[config.mk]
export PLATFORM = sky130hd
export DESIGN_NAME = usb_in_ep_tx
export DESIGN_NICKNAME = d
export VERILOG_FILES = /design/src/rtl/usb_in_ep_pkg.sv /design/src/rtl/ep_tx_fifo.sv /design/src/rtl/ep_ack_timer.sv /design/src/rtl/ep_tx_fsm.sv /design/src/rtl/usb_in_ep_tx.sv
export SDC_FILE = /design/constraint.sdc
export NUM_CORES = 1
export LEC_CHECK = 0
export ABC_CLOCK_PERIOD_IN_PS = 3500
export BUFFER_PORTS_ARGS = -buffer_cell sky130_fd_sc_hd__buf_2
export CORE_MARGIN = 5
export CORE_UTILIZATION = 35
export DETAILED_ROUTE_END_ITERATION = 10
export GPL_TIMING_DRIVEN = 0
export SYNTH_ARGS = -nofsm -noshare
export SYNTH_HDL_FRONTEND = slang
export SYNTH_HIERARCHICAL = 1
export SYNTH_SLANG_ARGS = --single-unit
export TNS_END_PERCENT = 100
[constraint.sdc]
create_clock -name clk -period 3.5 [get_ports clk]
set_input_delay 0.7 -clock clk [delete_from_list [all_inputs] [get_ports clk]]
set_output_delay 0.7 -clock clk [all_outputs]
set_load 0.05 [all_outputs]
[src/rtl/usb_in_ep_pkg.sv]
package usb_in_ep_pkg;
    typedef enum logic [2:0] {
        ST_IDLE,
        ST_NAK,
        ST_HDR,
        ST_DATA,
        ST_EOP,
        ST_WAIT
    } ep_state_t;
endpackage

[src/rtl/ep_tx_fifo.sv]
module ep_tx_fifo #(
    parameter int DW    = 8,
    parameter int DEPTH = 8
) (
    input  logic                         clk,
    input  logic                         rst_n,
    input  logic                         wr_en,
    input  logic [DW-1:0]                wr_data,
    input  logic                         flush,
    input  logic                         rewind,
    input  logic                         advance,
    output logic [DW-1:0]                rd_data,
    output logic                         rd_last,
    output logic [$clog2(DEPTH+1)-1:0]   level,
    output logic                         overflow
);
    localparam int AW    = (DEPTH > 1) ? $clog2(DEPTH) : 1;
    localparam int LVL_W = $clog2(DEPTH+1);

    logic [DW-1:0] mem [DEPTH];
    logic [AW-1:0] rd_ptr;
    logic          full;

    assign full    = (level == LVL_W'(DEPTH));
    assign rd_data = mem[rd_ptr];
    assign rd_last = ((LVL_W'(rd_ptr) + LVL_W'(1)) == level);

    always_ff @(posedge clk) begin
        if (wr_en && !full && !flush)
            mem[level[AW-1:0]] <= wr_data;
    end

    always_ff @(posedge clk or negedge rst_n) begin
        if (!rst_n) begin
            level    <= '0;
            rd_ptr   <= '0;
            overflow <= 1'b0;
        end else begin
            if (wr_en && full)
                overflow <= 1'b1;
            if (flush) begin
                level  <= '0;
                rd_ptr <= '0;
            end else begin
                if (wr_en && !full)
                    level <= level + LVL_W'(1);
                if (rewind)
                    rd_ptr <= '0;
                else if (advance)
                    rd_ptr <= rd_ptr + AW'(1);
            end
        end
    end

    AST_FULL_WRITE_DROPPED: assert property (@(posedge clk) disable iff (!rst_n)
        (wr_en && full && !flush) |=> (level == LVL_W'(DEPTH) && overflow));

    AST_LEVEL_BOUND: assert property (@(posedge clk) disable iff (!rst_n)
        level <= LVL_W'(DEPTH));
endmodule

[src/rtl/ep_ack_timer.sv]
module ep_ack_timer #(
    parameter int TIMEOUT = 32
) (
    input  logic clk,
    input  logic rst_n,
    input  logic clear,
    input  logic run,
    output logic expired
);
    localparam int CW = (TIMEOUT > 1) ? $clog2(TIMEOUT) : 1;

    logic [CW-1:0] cnt;

    assign expired = run && (cnt == CW'(TIMEOUT - 1));

    always_ff @(posedge clk or negedge rst_n) begin
        if (!rst_n)
            cnt <= '0;
        else if (clear)
            cnt <= '0;
        else if (run && !expired)
            cnt <= cnt + CW'(1);
    end

    AST_TIMER_BOUND: assert property (@(posedge clk) disable iff (!rst_n)
        run |-> (32'(cnt) < TIMEOUT));
endmodule

[src/rtl/ep_tx_fsm.sv]
module ep_tx_fsm
    import usb_in_ep_pkg::*;
(
    input  logic clk,
    input  logic rst_n,
    input  logic ep_enable,
    input  logic rdy_set,
    input  logic rdy_clr,
    input  logic cmpl_clr,
    input  logic in_token,
    input  logic hs_ack,
    input  logic fifo_empty,
    input  logic rd_last,
    input  logic tmo,
    output logic rdy_q,
    output logic cmpl_q,
    output logic tog_q,
    output logic fifo_rewind,
    output logic fifo_advance,
    output logic fifo_flush,
    output logic timer_clear,
    output logic timer_run,
    output logic hs_nak,
    output logic pkt_start,
    output logic pkt_pid,
    output logic tx_valid,
    output logic pkt_end
);
    ep_state_t st_q, st_d;
    logic      ack_hit;

    assign ack_hit = (st_q == ST_WAIT) && hs_ack && ep_enable && !rdy_clr;

    // state register
    always_ff @(posedge clk or negedge rst_n) begin
        if (!rst_n)
            st_q <= ST_IDLE;
        else
            st_q <= st_d;
    end

    // next state
    always_comb begin
        st_d = st_q;
        if (!ep_enable || rdy_clr) begin
            st_d = ST_IDLE;
        end else begin
            unique case (st_q)
                ST_IDLE: if (in_token) st_d = rdy_q ? ST_HDR : ST_NAK;
                ST_NAK:  st_d = ST_IDLE;
                ST_HDR:  st_d = fifo_empty ? ST_EOP : ST_DATA;
                ST_DATA: if (rd_last) st_d = ST_EOP;
                ST_EOP:  st_d = ST_WAIT;
                ST_WAIT: if (hs_ack || tmo) st_d = ST_IDLE;
                default: st_d = ST_IDLE;
            endcase
        end
    end

    // outputs
    always_comb begin
        hs_nak       = 1'b0;
        pkt_start    = 1'b0;
        tx_valid     = 1'b0;
        pkt_end      = 1'b0;
        fifo_rewind  = 1'b0;
        fifo_advance = 1'b0;
        timer_clear  = 1'b0;
        timer_run    = 1'b0;
        unique case (st_q)
            ST_IDLE: ;
            ST_NAK:  hs_nak = 1'b1;
            ST_HDR: begin
                pkt_start   = 1'b1;
                fifo_rewind = 1'b1;
            end
            ST_DATA: begin
                tx_valid     = 1'b1;
                fifo_advance = 1'b1;
            end
            ST_EOP: begin
                pkt_end     = 1'b1;
                timer_clear = 1'b1;
            end
            ST_WAIT: timer_run = 1'b1;
            default: ;
        endcase
        pkt_pid    = tog_q;
        fifo_flush = rdy_clr || ack_hit;
    end

    // firmware handshake flags and data toggle
    always_ff @(posedge clk or negedge rst_n) begin
        if (!rst_n) begin
            rdy_q  <= 1'b0;
            cmpl_q <= 1'b0;
            tog_q  <= 1'b0;
        end else begin
            if (rdy_clr || ack_hit)
                rdy_q <= 1'b0;
            else if (rdy_set)
                rdy_q <= 1'b1;

            if (ack_hit)
                cmpl_q <= 1'b1;
            else if (cmpl_clr)
                cmpl_q <= 1'b0;

            if (!ep_enable)
                tog_q <= 1'b0;
            else if (ack_hit)
                tog_q <= ~tog_q;
        end
    end

    AST_DISABLED_SILENT: assert property (@(posedge clk) disable iff (!rst_n)
        !ep_enable |=> (!hs_nak && !pkt_start && !tog_q));

    AST_NAK_UNARMED: assert property (@(posedge clk) disable iff (!rst_n)
        (st_q == ST_IDLE && in_token && ep_enable && !rdy_clr && !rdy_q) |=> hs_nak);

    AST_ACK_COMPLETES: assert property (@(posedge clk) disable iff (!rst_n)
        (st_q == ST_WAIT && hs_ack && ep_enable && !rdy_clr) |=> (cmpl_q && !rdy_q && st_q == ST_IDLE));

    AST_TOGGLE_HOLDS: assert property (@(posedge clk) disable iff (!rst_n)
        (ep_enable && !(st_q == ST_WAIT && hs_ack && !rdy_clr)) |=> $stable(tog_q));

    AST_ONE_STROBE: assert property (@(posedge clk) disable iff (!rst_n)
        $onehot0({hs_nak, pkt_start, tx_valid, pkt_end}));
endmodule

[src/rtl/usb_in_ep_tx.sv]
module usb_in_ep_tx #(
    parameter int DW          = 8,
    parameter int DEPTH       = 8,
    parameter int ACK_TIMEOUT = 32,
    localparam int LVL_W      = $clog2(DEPTH+1)
) (
    input  logic             clk,
    input  logic             rst_n,
    input  logic             ep_enable,
    input  logic             irq_en,
    input  logic             wr_valid,
    input  logic [DW-1:0]    wr_data,
    input  logic             rdy_set,
    input  logic             rdy_clr,
    input  logic             cmpl_clr,
    input  logic             in_token,
    input  logic             hs_ack,
    output logic             hs_nak,
    output logic             pkt_start,
    output logic             pkt_pid,
    output logic             tx_valid,
    output logic [DW-1:0]    tx_data,
    output logic             pkt_end,
    output logic             tx_rdy,
    output logic             tx_cmpl,
    output logic             ep_irq,
    output logic [LVL_W-1:0] fifo_level,
    output logic             fifo_ovf
);
    logic fifo_wr, fifo_rewind, fifo_advance, fifo_flush, rd_last;
    logic timer_clear, timer_run, tmo;
    logic tog;

    assign fifo_wr = wr_valid && !tx_rdy && !tx_cmpl;
    assign ep_irq  = tx_cmpl && irq_en;

    ep_tx_fifo #(.DW(DW), .DEPTH(DEPTH)) u_fifo (
        .clk      (clk),
        .rst_n    (rst_n),
        .wr_en    (fifo_wr),
        .wr_data  (wr_data),
        .flush    (fifo_flush),
        .rewind   (fifo_rewind),
        .advance  (fifo_advance),
        .rd_data  (tx_data),
        .rd_last  (rd_last),
        .level    (fifo_level),
        .overflow (fifo_ovf)
    );

    ep_ack_timer #(.TIMEOUT(ACK_TIMEOUT)) u_timer (
        .clk     (clk),
        .rst_n   (rst_n),
        .clear   (timer_clear),
        .run     (timer_run),
        .expired (tmo)
    );

    ep_tx_fsm u_fsm (
        .clk          (clk),
        .rst_n        (rst_n),
        .ep_enable    (ep_enable),
        .rdy_set      (rdy_set),
        .rdy_clr      (rdy_clr),
        .cmpl_clr     (cmpl_clr),
        .in_token     (in_token),
        .hs_ack       (hs_ack),
        .fifo_empty   (fifo_level == '0),
        .rd_last      (rd_last),
        .tmo          (tmo),
        .rdy_q        (tx_rdy),
        .cmpl_q       (tx_cmpl),
        .tog_q        (tog),
        .fifo_rewind  (fifo_rewind),
        .fifo_advance (fifo_advance),
        .fifo_flush   (fifo_flush),
        .timer_clear  (timer_clear),
        .timer_run    (timer_run),
        .hs_nak       (hs_nak),
        .pkt_start    (pkt_start),
        .pkt_pid      (pkt_pid),
        .tx_valid     (tx_valid),
        .pkt_end      (pkt_end)
    );

    AST_CANCEL_FLUSHES: assert property (@(posedge clk) disable iff (!rst_n)
        rdy_clr |=> (fifo_level == '0 && !tx_rdy));

    AST_WRITE_LOCKED: assert property (@(posedge clk) disable iff (!rst_n)
        (wr_valid && (tx_rdy || tx_cmpl) && !rdy_clr && !fifo_flush) |=> $stable(fifo_level));
endmodule

==> qor.yml, run 1 <==
outcome: "finished clean"
numCtsBuffers: 9
placed_area_um2: 4100
syn_avg_cell_area_um2: 16.4
final-setup-viol-count: 0
core-area_um2: 10400
fp.dieW_um: 113
die-area_um2: 12800
insertedDiodeCount: 0
cap_violations: 0
mappedNetlistArea_um2: 3740
clkSlewWorstSetupHoldPaths_ps: 100
final_util: 0.414
hold_fix_buffers_at_cts: 0
drive_gt1_frac: 0.291
p_total_mw: 1.86
global_route_wire_length_before_repair_mm: 11.3
required_ps: 3480
slew_headroom: 0.363
hold_viol_final: 0
preCtsSetupSlack_ps: 114
timing.fmax_ghz: 0.327
clock_tree.root_cell: "sky130_fd_sc_hd__clkbuf_8"
grt_usage: 0.116
power_density_nw_per_um2: 433
synthesis_to_finish_area_growth_pct: 14.9
grt_setup_unrepaired: "false"
critical_path_class: "reg2reg"
worst_setup_path_end_kind: "register"
ioPinCount: 39
comb_power_share: 0.063
quantity_of_gates_resized_following_cts: 0
post-route-drc-count: 0
fin_tns_setup_ps: 0
tritoncts: "done"
vdd_ir_drop_max_uv: 264
min_period_over_period: 0.873
total_leakage_power_nw: 1.62
initialDrtViolationCount: 107
cell_internal_pwr_mw: 1.39
seq_power_share: 0.584
postSynthNetCount: 251
grt_start_max_net_pins: 20
finalCriticalPeriod_ps: 3060
weighted_congestion_at_the_end_of_routability_driven_global_placement: 0.733
drt-total-wl_mm: 6.92
grt_remaining_overflow: 0
fin_skew_ps: 10.0
antenna_left: 0
p_clk_frac: 0.353
cts_htree_levels: 3
postCtsSetupRepairBufs: 0
final_critical_path_setup_slack_ps: 445
clock_sinks: 83
die_height_um: 113
first_pass_iters: 4
dr_total_vias: 2061
routed_wire_length_per_instance_um: 16.6
number_of_placement_rows: 37
layout.cells.most_common_list: "sky130_fd_sc_hd__edfxtp_1, sky130_fd_sc_hd__buf_2, sky130_fd_sc_hd__dfrtp_1"
post_route_cell_area_um2: 4290
report.final.slew_viol_count: 0
timing_worst_slew_pin_value_ps: 952
initial_antenna_violation_count: 0
nNetsFinal: 300
detailed_placement_hpwl_mm: 4.61
clock_insertion_delay_worst_skew_ps: 350
p_switching_uw: 466
syn-instance-count: 228
path_max_fanout: 10
number_of_global_route_vias_before_repair: 2083
crit_arrival_ps: 3030
synth-warning-count: 6
numPortBuffers: 38
worstHoldPathType: "in2async"
leading_cell_type_in_the_layout_fill_and_taps_excluded: "sky130_fd_sc_hd__edfxtp_1"
cts-root-to-sink-buffers: 2
nature_of_the_critical_path_startpoint: "register"
start_util: 0.360
power_switching_share: 0.251
via_density_per_instance: 4.93
final cells by class:
cell class                      count  area (um^2)
Buffer                             15          103
Clock buffer                        9          124
Clock inverter                      7         66.3
Fill cell                         978         6080
Inverter                            5         18.8
Multi-Input combinational cell    125         1220
Sequential cell                    83         2400
Tap cell                          136          170
Timing Repair Buffer               38          190
registers in the layout (all words and copies together) (netlist names):
register	cells
u_timer/cnt	5
u_fifo/level	4
u_fifo/rd_ptr	3
u_fsm/cmpl_q	1
u_fifo/mem	64
u_fsm/pkt_pid	1
u_fsm/st_q	3
u_fifo/overflow	1
u_fsm/rdy_q	1
metrics by stage:
| stage | std cells | hold WS [ps] |
|---|---|---|
| 3_5_place_dp | 402 | 442 |
| 5_1_grt | 418 | 285 |
| 2_1_floorplan | 228 | 404 |
| 3_3_place_gp | 402 | 441 |
| 6_report | 418 | 282 |
| 4_1_cts | 418 | 285 |
per-layer routing:
| metal | routed length, um | vias to the layer above | share of wire | GRT usage |
|---|---|---|---|---|
| met2 | 3320 | 35 | 0.48 | 0.177 |
| met1 | 3280 | 1031 | 0.47 | 0.157 |
| met5 | 0 | - | 0 | 0 |
| li1 | - | 990 | - | - |
| met4 | 90 | 0 | 0.013 | 0.0409 |
| met3 | 229 | 5 | 0.033 | 0.0358 |
critical path, cell delays in order, from the launching register on:
cell	delay (ps)
sky130_fd_sc_hd__dfrtp_1	390
sky130_fd_sc_hd__buf_6	140
sky130_fd_sc_hd__and3b_1	240
sky130_fd_sc_hd__a31o_1	260
sky130_fd_sc_hd__clkbuf_1	220
sky130_fd_sc_hd__or4_1	660
sky130_fd_sc_hd__nor2_1	760
final timing paths:
check / startpoint / to / slack, ps / cells after the start
worst min-delay path: rst_n / u_fsm/cmpl_q / 280 / 1
worst max register to register: u_fsm/st_q[1] / u_fifo/mem[2][4] / 440 / 6
min in group clk: u_fifo/overflow / u_fifo/overflow / 460 / 1
worst max-delay path: u_fsm/st_q[1] / u_fifo/mem[2][4] / 440 / 6
max in group asynchronous: rst_n / u_timer/cnt[2] / 2890 / 1
worst min register to register: u_fifo/overflow / u_fifo/overflow / 460 / 1
power groups by stage:
stage	sequential (mW)	combinational [mW]	clock, mW
floorplan	1.11	0.0677	0
global placement	1.11	0.117	0
detailed placement	1.11	0.119	0
CTS	1.08	0.120	0.679
global route	1.09	0.129	0.728
finish	1.08	0.117	0.656
Note: power is estimated with default switching activity, not from simulation.
==> inputs of run 2 (changes only) <==
--- a/config.mk
+++ b/config.mk
@@ -11,6 +11,7 @@
 export CORE_UTILIZATION = 35
 export DETAILED_ROUTE_END_ITERATION = 10
 export GPL_TIMING_DRIVEN = 0
+export REMOVE_ABC_BUFFERS = 1
 export SYNTH_ARGS = -nofsm -noshare
 export SYNTH_HDL_FRONTEND = slang
 export SYNTH_HIERARCHICAL = 1
==> run 2 against run 1 <==
Combinational power shrank 6%. Setup slack worse by 220 ps. Die area unchanged. Non-clock buffer count is 15 lower. Register-to-register slack gained 40 ps. Final area shrank 2.2%. Sequential share of layout area grew 1.2 points. Core utilization fell by 0.90 points. Sequential power about the same. Count of clock-buffer cells in the layout did not move. Power rose by 1.4%. Critical endpoint is now tx_data[1]. Largest power group unchanged.
==> qor.yml, run 2 (same netlist as run 1, synthesis figures left out) <==
outcome: "finished clean"
quantity_of_gates_resized_following_cts: 0
required_ps: 2800
fp.dieW_um: 113
initial_antenna_violation_count: 0
fin_tns_setup_ps: 0
grt_remaining_overflow: 0
initialDrtViolationCount: 72
detailed_placement_hpwl_mm: 4.56
p_clk_frac: 0.364
worstHoldPathType: "in2async"
routed_wire_length_per_instance_um: 17.4
drive_gt1_frac: 0.262
worst_setup_path_end_kind: "output pin"
post-route-drc-count: 0
drt-total-wl_mm: 7.02
number_of_global_route_vias_before_repair: 2051
core-area_um2: 10400
critical_path_class: "reg2out"
power_switching_share: 0.234
comb_power_share: 0.058
seq_power_share: 0.578
nature_of_the_critical_path_startpoint: "register"
die-area_um2: 12800
numPortBuffers: 38
clock_insertion_delay_worst_skew_ps: 360
slew_headroom: 0.301
path_max_fanout: 21
final_util: 0.405
hold_viol_final: 0
nNetsFinal: 285
p_switching_uw: 440
r2r_cells: 4
insertedDiodeCount: 0
via_density_per_instance: 5.05
power_density_nw_per_um2: 449
grt_usage: 0.118
finalCriticalPeriod_ps: 3280
storage_cell_area_um2: 2400
vdd_ir_drop_max_uv: 223
crit_arrival_ps: 2580
tritoncts: "done"
antenna_left: 0
timing.fmax_ghz: 0.305
postCtsSetupRepairBufs: 0
report.final.slew_viol_count: 0
global_route_wire_length_before_repair_mm: 11.2
worst_r2r_startpoint: "u_fsm/st_q[1]"
layout.filler_cells: 962
total_leakage_power_nw: 1.55
cell_internal_pwr_mw: 1.44
timing_worst_slew_pin_value_ps: 1050
largest_reg_flops: 64
ff2ff_setup_slack_ps: 480
numCtsBuffers: 9
layout.cells.most_common_list: "sky130_fd_sc_hd__edfxtp_1, sky130_fd_sc_hd__buf_2, sky130_fd_sc_hd__dfrtp_1"
synthesis_to_finish_area_growth_pct: 12.4
min_period_over_period: 0.936
final-setup-viol-count: 0
die_height_um: 113
clock_tree.root_cell: "sky130_fd_sc_hd__clkbuf_8"
multiInputGateArea_um2: 1220
final_critical_path_setup_slack_ps: 224
worst_setup_path_endpoint: "tx_data[1]"
cap_violations: 0
number_of_placement_rows: 37
dr_total_vias: 2035
grt_setup_unrepaired: "false"
r2r-end: "u_fifo/mem[6][6]"
clkSlewWorstSetupHoldPaths_ps: 80
ioPinCount: 39
worstSetupStartpoint: "u_fifo/rd_ptr[0]"
clock_sinks: 83
cts-root-to-sink-buffers: 2
leading_cell_type_in_the_layout_fill_and_taps_excluded: "sky130_fd_sc_hd__edfxtp_1"
cts_htree_levels: 3
preCtsSetupSlack_ps: 115
first_pass_iters: 6
weighted_congestion_at_the_end_of_routability_driven_global_placement: 0.731
hold_fix_buffers_at_cts: 0
fin_skew_ps: 8.72
start_util: 0.360
grt_start_max_net_pins: 22
-- run 2: cell types whose count changed in the layout (fill, tap and decap cells not counted) --
| cell | change |
|---|---|
| sky130_fd_sc_hd__buf_6 | -4 |
| sky130_fd_sc_hd__clkbuf_1 | -4 |
| sky130_fd_sc_hd__buf_2 | -3 |
| sky130_fd_sc_hd__buf_4 | -3 |
| sky130_fd_sc_hd__inv_8 | -3 |
| sky130_fd_sc_hd__bufinv_16 | +1 |
| sky130_fd_sc_hd__clkbuf_2 | -1 |
| sky130_fd_sc_hd__clkinv_1 | +1 |
| sky130_fd_sc_hd__clkinv_4 | +1 |
-- run 2: per-stage QoR --
stage | hold slack, ps | instance area (um^2) | std cells | power, mW
finish | 280 | 4200 | 403 | 1.88
global placement | 463 | 3990 | 387 | 1.22
CTS | 272 | 4200 | 403 | 1.91
detailed placement | 468 | 4000 | 387 | 1.22
floorplan | 404 | 3630 | 213 | 1.18
global route | 309 | 4200 | 403 | 1.96
-- run 2: worst min-delay path by stage --
| stage | end | slack [ps] | cells after the start |
|---|---|---|---|
| global route | u_fifo/rd_ptr[2] | 310 | 1 |
| detailed placement | u_fifo/overflow | 470 | 1 |
| floorplan | u_fifo/level[0] | 400 | 0 |
| CTS | u_fifo/level[2] | 270 | 1 |
| global placement | u_fifo/overflow | 460 | 1 |
| finish | u_fifo/level[2] | 280 | 1 |
-- run 2: cell type report --
class	count	area share
flip-flops and latches	83	0.571
multi-input cells	125	0.291
repair buffers	38	0.0453
well taps	136	0.0405
clock buffers	9	0.0295
clock inverters	7	0.0179
inverters	5	0.00447
-- run 2: metal layers --
layer | track usage | vias up | share of wire
met3 | 0.0342 | 11 | 0.039
met5 | 0 | - | 0
met1 | 0.154 | 1025 | 0.45
met2 | 0.183 | 38 | 0.49
met4 | 0.0505 | 0 | 0.017
li1 | - | 961 | -
-- run 2: power by group through the flow --
stage                     Clock, mW  Sequential, mW  Combinational (mW)
final                         0.685            1.09               0.110
after global routing          0.753            1.09               0.120
after CTS                     0.709            1.09               0.111
after detailed placement          0            1.11               0.111
after global placement            0            1.11               0.108
after floorplan                   0            1.12              0.0603
-- run 2: worst max-delay path, cell delays in order (launching register included) --
cell                      delay [ps]
sky130_fd_sc_hd__dfrtp_1        1040
sky130_fd_sc_hd__mux4_1          670
sky130_fd_sc_hd__mux2_2          300
sky130_fd_sc_hd__buf_2           220
==> inputs of run 3 (changes only) <==
--- a/config.mk
+++ b/config.mk
@@ -8,7 +8,7 @@
 export ABC_CLOCK_PERIOD_IN_PS = 3500
 export BUFFER_PORTS_ARGS = -buffer_cell sky130_fd_sc_hd__buf_2
 export CORE_MARGIN = 5
-export CORE_UTILIZATION = 35
+export CORE_UTILIZATION = 25
 export DETAILED_ROUTE_END_ITERATION = 10
 export GPL_TIMING_DRIVEN = 0
 export REMOVE_ABC_BUFFERS = 1
==> run 3 against run 2 <==
Final cell count is 12% higher. Clock power is 45% higher. Non-clock buffer count stayed put. Final area is 4.2% higher. Clock skew is 1.0 ps lower.
==> qor.yml, run 3 (same netlist as run 1, synthesis figures left out) <==
outcome: "finished clean"
met2WireLength_mm: 3.81
numCtsBuffers: 9
comb_power_share: 0.050
hold_viol_final: 0
worst_r2r_startpoint: "u_fsm/rdy_q"
placed_area_um2: 4060
critical_path_class: "reg2out"
post_route_cell_area_um2: 4370
synthesis_to_finish_area_growth_pct: 17.1
ioPinCount: 39
slew_headroom: 0.278
post-route-drc-count: 0
drt-total-wl_mm: 7.19
crit_arrival_ps: 2560
p_total_mw: 2.19
cell_internal_pwr_mw: 1.74
total_buffers_and_inverters_traversed_by_the_critical_path: 1
total_leakage_power_nw: 1.62
power_switching_share: 0.207
layoutNonFillerInstCount: 451
cts-root-to-sink-buffers: 2
drive_gt1_frac: 0.258
initialDrtViolationCount: 75
min_period_over_period: 0.932
leading_cell_type_in_the_layout_fill_and_taps_excluded: "sky130_fd_sc_hd__edfxtp_1"
max_stage_delay_ps: 1060
numPortBuffers: 38
required_ps: 2800
series_of_cell_instances_along_the_critical_path: "mux4_1 > mux2_2 > buf_2"
largest_reg_flops: 64
worst-path-stages: 3
fp.dieW_um: 132
initial_antenna_violation_count: 0
p_clk_frac: 0.452
worst_setup_path_endpoint: "tx_data[1]"
clock_sinks: 83
number_of_global_route_vias_before_repair: 2133
dr_total_vias: 2033
grt_remaining_overflow: 0
met3WireLength_um: 207
global_route_wire_length_before_repair_mm: 11.6
die-area_um2: 17500
weighted_congestion_at_the_end_of_routability_driven_global_placement: 0.721
report.final.slew_viol_count: 0
worstHoldPathType: "in2async"
cpLargestDelayFamily: "flip-flops"
via_density_per_instance: 4.51
p_switching_uw: 454
crit_path_top_delay_cell: "sky130_fd_sc_hd__dfrtp_1"
tritoncts: "done"
layout.cells.most_common_list: "sky130_fd_sc_hd__edfxtp_1, sky130_fd_sc_hd__buf_2, sky130_fd_sc_hd__dfrtp_1"
final_util: 0.300
routed_wire_length_per_instance_um: 15.9
power_density_nw_per_um2: 501
grt_usage: 0.0852
hold_fix_buffers_at_cts: 0
r2r-end: "u_fifo/mem[4][4]"
timing_worst_slew_pin_value_ps: 1080
cap_violations: 0
finalCriticalPeriod_ps: 3260
final_worst_hold_slack_ps: 299
final_critical_path_setup_slack_ps: 237
path_max_fanout: 21
timing.fmax_ghz: 0.306
fin_skew_ps: 7.68
grt_setup_unrepaired: "false"
final-setup-viol-count: 0
r2r_cells: 4
clock_tree.root_cell: "sky130_fd_sc_hd__clkbuf_16"
routed.top_layer: "met4"
quantity_of_gates_resized_following_cts: 0
dp.cells: 435
nature_of_the_critical_path_startpoint: "register"
die_height_um: 132
antenna_left: 0
preCtsSetupSlack_ps: 112
number_of_placement_rows: 44
detailed_placement_hpwl_mm: 4.63
cts_htree_levels: 3
seq_power_share: 0.498
ff2ff_setup_slack_ps: 410
grt_start_max_net_pins: 22
clock_insertion_delay_worst_skew_ps: 330
first_pass_iters: 4
fin_tns_setup_ps: 0
wl_met1_mm: 3.05
start_util: 0.256
core-area_um2: 14600
insertedDiodeCount: 0
worst_setup_path_end_kind: "output pin"
vdd_ir_drop_max_uv: 190
postCtsSetupRepairBufs: 0
nNetsFinal: 285
worstSetupStartpoint: "u_fifo/rd_ptr[0]"
clkSlewWorstSetupHoldPaths_ps: 60
run 3: worst min path at each step:
stage	from	to	slack, ps
2_1_floorplan	rst_n	u_fifo/level[0]	400
3_3_place_gp	u_fifo/overflow	u_fifo/overflow	450
3_5_place_dp	u_fifo/overflow	u_fifo/overflow	460
4_1_cts	rst_n	u_fsm/st_q[0]	300
5_1_grt	rst_n	u_fsm/pkt_pid	340
6_report	rst_n	u_fsm/rdy_q	300
run 3: area by class of cell:
class | count | area [um^2]
fillers | 1401 | 10200
flip-flops and latches | 83 | 2400
multi-input cells | 125 | 1220
well taps | 184 | 230
clock buffers | 9 | 225
repair buffers | 38 | 190
clock inverters | 7 | 90.1
inverters | 5 | 18.8
run 3: power groups by stage:
stage	combinational [mW]	clock [mW]	sequential (mW)
2_1_floorplan	0.0603	0	1.12
3_5_place_dp	0.110	0	1.11
6_report	0.109	0.990	1.09
3_3_place_gp	0.107	0	1.11
5_1_grt	0.119	1.06	1.09
4_1_cts	0.111	1.02	1.09
run 3: layer usage:
metal,track usage,up-vias
met1,0.0994,1030
met5,0,-
met2,0.147,30
met3,0.0221,8
li1,-,965
met4,0.0379,0
run 3: worst reg2reg max path: stages, from the launching register on:
cell and delay, ps:
sky130_fd_sc_hd__dfrtp_1 410, sky130_fd_sc_hd__nor3b_1 630, sky130_fd_sc_hd__inv_1 210, sky130_fd_sc_hd__or4_1 600, sky130_fd_sc_hd__nor2_1 850
